File: config.mk
export PLATFORM = sky130hd
export DESIGN_NAME = dt_gate_seq
export DESIGN_NICKNAME = d
export VERILOG_FILES = /design/src/rtl/dt_gate_seq.sv
export SDC_FILE = /design/constraint.sdc
export NUM_CORES = 1
export LEC_CHECK = 0
export CAP_MARGIN = 20
export CORE_MARGIN = 1.5
export CORE_UTILIZATION = 57
export CTS_BUF_LIST = sky130_fd_sc_hd__clkbuf_8
export CTS_CLUSTER_SIZE = 14
export DETAILED_ROUTE_END_ITERATION = 7
export GPL_TIMING_DRIVEN = 1
export PLACE_DENSITY = 0.89
export SLEW_MARGIN = 10
export SYNTH_ARGS = -nofsm -noshare
export SYNTH_HDL_FRONTEND = slang
export SYNTH_SLANG_ARGS = --single-unit
File: constraint.sdc
create_clock -name clk -period 2.1 [get_ports clk]
set_input_delay 0.42 -clock clk [delete_from_list [all_inputs] [get_ports clk]]
set_output_delay 0.42 -clock clk [all_outputs]
set_load 0.01 [all_outputs]
File: src/rtl/dt_gate_seq.sv
module dt_gate_seq #(
  parameter int HI_OFF_DLY = 2,
  parameter int LO_ON_DLY  = 3,
  parameter int LO_OFF_DLY = 2,
  parameter int HI_ON_DLY  = 3,
  parameter int SW_TIMEOUT = 30
) (
  input  logic clk,
  input  logic rst_n,
  input  logic en,
  input  logic pwm_in,
  input  logic sw_low_in,
  input  logic lg_dis_in,
  output logic gate_hi,
  output logic gate_lo
);
  localparam int M1 = (HI_OFF_DLY > LO_ON_DLY) ? HI_OFF_DLY : LO_ON_DLY;
  localparam int M2 = (LO_OFF_DLY > HI_ON_DLY) ? LO_OFF_DLY : HI_ON_DLY;
  localparam int M3 = (M1 > M2) ? M1 : M2;
  localparam int MX = (M3 > SW_TIMEOUT) ? M3 : SW_TIMEOUT;
  localparam int CW = $clog2(MX + 1);
  localparam logic [CW-1:0] HOFF_END = CW'(HI_OFF_DLY - 1);
  localparam logic [CW-1:0] LON_END  = CW'(LO_ON_DLY - 1);
  localparam logic [CW-1:0] LOFF_END = CW'(LO_OFF_DLY - 1);
  localparam logic [CW-1:0] HON_END  = CW'(HI_ON_DLY - 1);
  localparam logic [CW-1:0] TMO_END  = CW'(SW_TIMEOUT - 1);

  typedef enum logic [3:0] {
    PARK, HI_ON, HI_FALL, LO_WAIT, LO_RISE, LO_ON, LO_FALL, HI_WAIT, HI_RISE
  } st_t;

  st_t st;
  logic [CW-1:0] cnt;
  logic [1:0] p_sy, s_sy, g_sy;
  logic pwm, swl, lgd;

  assign pwm = p_sy[1];
  assign swl = s_sy[1];
  assign lgd = g_sy[1];
  assign gate_hi = (st == HI_ON) || (st == HI_FALL);
  assign gate_lo = (st == LO_ON) || (st == LO_FALL);

  always_ff @(posedge clk or negedge rst_n)
    if (!rst_n) begin
      p_sy <= '0;
      s_sy <= '0;
      g_sy <= '0;
    end else begin
      p_sy <= {p_sy[0], pwm_in};
      s_sy <= {s_sy[0], sw_low_in};
      g_sy <= {g_sy[0], lg_dis_in};
    end

  always_ff @(posedge clk or negedge rst_n)
    if (!rst_n) begin
      st  <= PARK;
      cnt <= '0;
    end else if (!en) begin
      st  <= PARK;
      cnt <= '0;
    end else begin
      cnt <= cnt + 1'b1;
      case (st)
        PARK: begin
          st  <= pwm ? HI_WAIT : LO_WAIT;
          cnt <= '0;
        end
        HI_ON: if (!pwm) begin st <= HI_FALL; cnt <= '0; end
        HI_FALL: if (cnt == HOFF_END) begin st <= LO_WAIT; cnt <= '0; end
        LO_WAIT:
          if (pwm)                  begin st <= HI_WAIT; cnt <= '0; end
          else if (swl)             begin st <= LO_RISE; cnt <= '0; end
          else if (cnt == TMO_END)  begin st <= LO_ON;   cnt <= '0; end
        LO_RISE:
          if (pwm)                  begin st <= HI_WAIT; cnt <= '0; end
          else if (cnt == LON_END)  begin st <= LO_ON;   cnt <= '0; end
        LO_ON: if (pwm) begin st <= LO_FALL; cnt <= '0; end
        LO_FALL: if (cnt == LOFF_END) begin st <= HI_WAIT; cnt <= '0; end
        HI_WAIT:
          if (!pwm)                 begin st <= LO_WAIT; cnt <= '0; end
          else if (lgd)             begin st <= HI_RISE; cnt <= '0; end
        HI_RISE:
          if (!pwm)                 begin st <= LO_WAIT; cnt <= '0; end
          else if (cnt == HON_END)  begin st <= HI_ON;   cnt <= '0; end
        default: begin st <= PARK; cnt <= '0; end
      endcase
    end


  no_overlap_chk: assert property (@(posedge clk) disable iff (!rst_n)
    !(gate_hi && gate_lo));

  en_off_chk: assert property (@(posedge clk) disable iff (!rst_n)
    !en |=> (!gate_hi && !gate_lo));

  hi_rise_cmd_chk: assert property (@(posedge clk) disable iff (!rst_n)
    $rose(gate_hi) |-> $past(p_sy[1]));

  lo_rise_cmd_chk: assert property (@(posedge clk) disable iff (!rst_n)
    $rose(gate_lo) |-> !$past(p_sy[1]));

  hi_gap_chk: assert property (@(posedge clk) disable iff (!rst_n)
    $rose(gate_hi) |-> !$past(gate_lo));

  lo_gap_chk: assert property (@(posedge clk) disable iff (!rst_n)
    $rose(gate_lo) |-> !$past(gate_hi));
endmodule

==> metrics.md <==
| Metric | Value |
|---|---|
| Status | completed |
| Core outline area | 0.001334 mm² |
| Period minus WS final | 1.970 ns |
| WP data arrival | ~2.1 ns |
| Min Hold Slack | ~0.35 ns |
| DRC viols | 0 |
| Initial antenna violation count | 0 |
| H-tree levels | 1 |
| Gpl congestion | 0.7965 |
| Setup Total Neg Slack | 0 ns |
| Worst Tran Pin Value | a little over 0.6 ns |
| Crit-path max FO | 6 |
| Worst Hold Class | reg -> reg |
| Mapped Cells | 84 |
| Initial Util | 0.6276 |
| Avg Cell Area, Syn | about 10 µm² |
| Top-area cell type share of the netlist area | 0.4484 |
| Netlist Area Pre-Place | between 800 and 900 µm² |
| Critical setup path kind | reg -> reg |
| Gr usage total | 0.2059 |
| Clk slew on worst S/H paths | about 0.060 ns |
| CP max-delay cell | or4b_1 |
| Sequential-to-total area share from yosys stat | 0.4484 |
| HPWL after detailed placement | roughly 1200 µm |
| Max_slew headroom | 0.5897 |
| EDFF count, synth | 0 |
| Area of the die | about 0.0017 mm² |
| Biggest area consumer among synthesized cells | dfrtp_1 |
| Ys async rst share | 1.000 |
| Placed Area | approximately 930 µm² |
| Clock tree buffer depth | 2 |
| Root buffer cell | clkbuf_8 |
| # Post-CTS Setup Buffers | 0 |
| Fmax | around 0.5 GHz |
| Max_cap viols | 0 |
| Max incr delay on CP | ~0.45 ns |
| Finished Cell Area | around 990 µm² |
| Layout Nets | between 100 and 150 |
| DR pass1 iterations | 4 |
| Vias per inst | around 6 |
| Vias | around 640 |
| Row cnt | 13 |
| Port-buffer cells | 7 |
| Avg WL per Cell | around 13 µm |
| Crit path buf inv count | 1 |
| Post-synth cell types | 33 |
| CTS buffer count | 3 |
| Static leakage | 0.4080 nW |
| Vias in the first global route | about 550 |
| Later-pin clock latency in the skew report | between 0.2 and 0.25 ns |
| Final Slew Violations | 0 |
| Global-route wire length before repair | between 2000 and 2500 µm |
| CTS tree | done |
| Largest net degree at the start of global routing | 16 |
| CP Launch Type | register |
| Post-route total power | between 1 and 1.5 mW |
| Resized cells post-CTS | 0 |
| Crit path cell chain | inv_1 > ha_1 > or4b_1 > a31o_1 > a2bb2oi_2 > o211ai_4 > nor2_1 |
| Post-CTS Hold Buffers | 0 |
| Syn_nets | 93 |
| Synth cell count leaders | dfrtp_1, nand2_1, nor2_1 |
| Final Hold Fails | 0 |
| CP required | 2.22 ns |
| DR iter-0 viols | 12 |
| Aggregate global routing overflow | 0 |
| Layout cells sized above 1 | 0.1579 |
| Skew final | 0.001457 ns |
| Die X-Extent | just over 40 µm |
| Final wirelength | around 1500 µm |
| Antenna Diode Count | 0 |
| Clock sink count | 15 |
| Most used DFF post-synth | dfrtp_1 |
| Synth top area cells | dfrtp_1, ha_1, nor3_1 |
| Post-route insts no fill | 110 |
| Seq cells post-synth | 15 |
| RSZ-0062 raised after global routing | no |
| Die H | approximately 41 µm |
| Crit-path leading delay family | compound AO/OA/AOI/OAI gates |
| Final ANT Viol Nets | 0 |
| IO Pins | 8 |
| Fillers | 93 |
| CP Capture Type | register |
| Fin crit share | 0.9382 |
| Post-Place Cells | 106 |
| Area Overhead vs Synth | 17.94% |
| Setup violators final | 0 |
| Max VDD drop | 0.0008586 V |
| Most common cell in the netlist | dfrtp_1 |
| Cell area power density | between 1000 and 1500 mW/mm² |
| Synth Warn # | 0 |
-- registers in the layout, summed over array words and instances (netlist names) --
register,cells
g_sy,2
st,4
s_sy,2
p_sy,2
cnt,5
-- stage by stage --
| step | utilization | setup slack [ns] |
|---|---|---|
| global placement | 0.7008 | 0.2086 |
| floorplan | - | 0.2679 |
| global route | 0.7402 | 0.02023 |
| CTS | 0.7355 | 0.03176 |
| detailed placement | 0.7008 | 0.1357 |
| finish | 0.7402 | 0.1297 |
-- cell families after synthesis --
group,count (synthesis),synth area share
and+or+nand+nor,34,0.2108
adders and majority gates,3,0.04485
muxes,2,0.02392
DFF,15,0.4484
xor gates and xnor gates,5,0.05233
buffers and inverters,9,0.04783
AOI/OAI and AO/OA,16,0.1719
-- worst paths after layout --
check | slack [ns] | from | end | cells past startpoint
min | 0.35 | g_sy[0] | g_sy[1] | 0
min in group asynchronous | 0.57 | rst_n | s_sy[1] | 1
min reg2reg | 0.35 | g_sy[0] | g_sy[1] | 0
max reg2reg | 0.13 | cnt[0] | cnt[3] | 7
max | 0.13 | cnt[0] | cnt[3] | 7
max in group asynchronous | 1.10 | rst_n | st[0] | 1
-- layout make-up --
cell class,instances,area [µm²],share of cell area
inverter,5,18.77,0.01901
multi-input combinational,60,421.7,0.4271
clock inverter,1,5.005,0.005070
tap,15,18.77,0.01901
sequential,15,379.1,0.3840
timing repair buffer,11,102.6,0.1039
clock buffer,3,41.29,0.04183
-- where the power goes --
group          internal [mW]  total (mW)  switching, mW
combinational          0.237       0.472          0.234
sequential             0.336       0.435         0.0990
clock                  0.131       0.220         0.0888
-- layout by cell type (no fill, tap or decap), types with 2 or more instances in the layout --
master	synthesis	final
a21oi_1	2	2
buf_4	1	4
clkbuf_8	0	3
clkdlybuf4s50_1	0	6
dfrtp_1	15	12
dfrtp_2	0	3
ha_1	3	3
inv_1	5	5
mux2i_1	2	2
nand2_1	7	7
nand2b_1	2	2
nand3_1	4	4
nand4_1	2	2
nor2_1	7	7
nor3_1	6	6
o21ai_0	4	4
xnor2_1	3	3
xor2_1	2	2
-- metal layers --
layer	vias to the layer above	track usage	routed length (µm)
met1	302	0.2801	743
met4	0	0.1210	14
met2	14	0.3242	690
li1	325	-	-
met3	2	0.01596	26
met5	-	0	0
-- worst register-to-register path: cells and delay by family (launching register included) --
| family | cells | cell delay (ns) |
|---|---|---|
| compound gates | 3 | 0.67 |
| buf+inv | 1 | 0.07 |
| flops | 1 | 0.42 |
| simple gates | 2 | 0.53 |
| fa+ha+maj | 1 | 0.16 |
No activity file was read; power rests on OpenSTA's default activity.
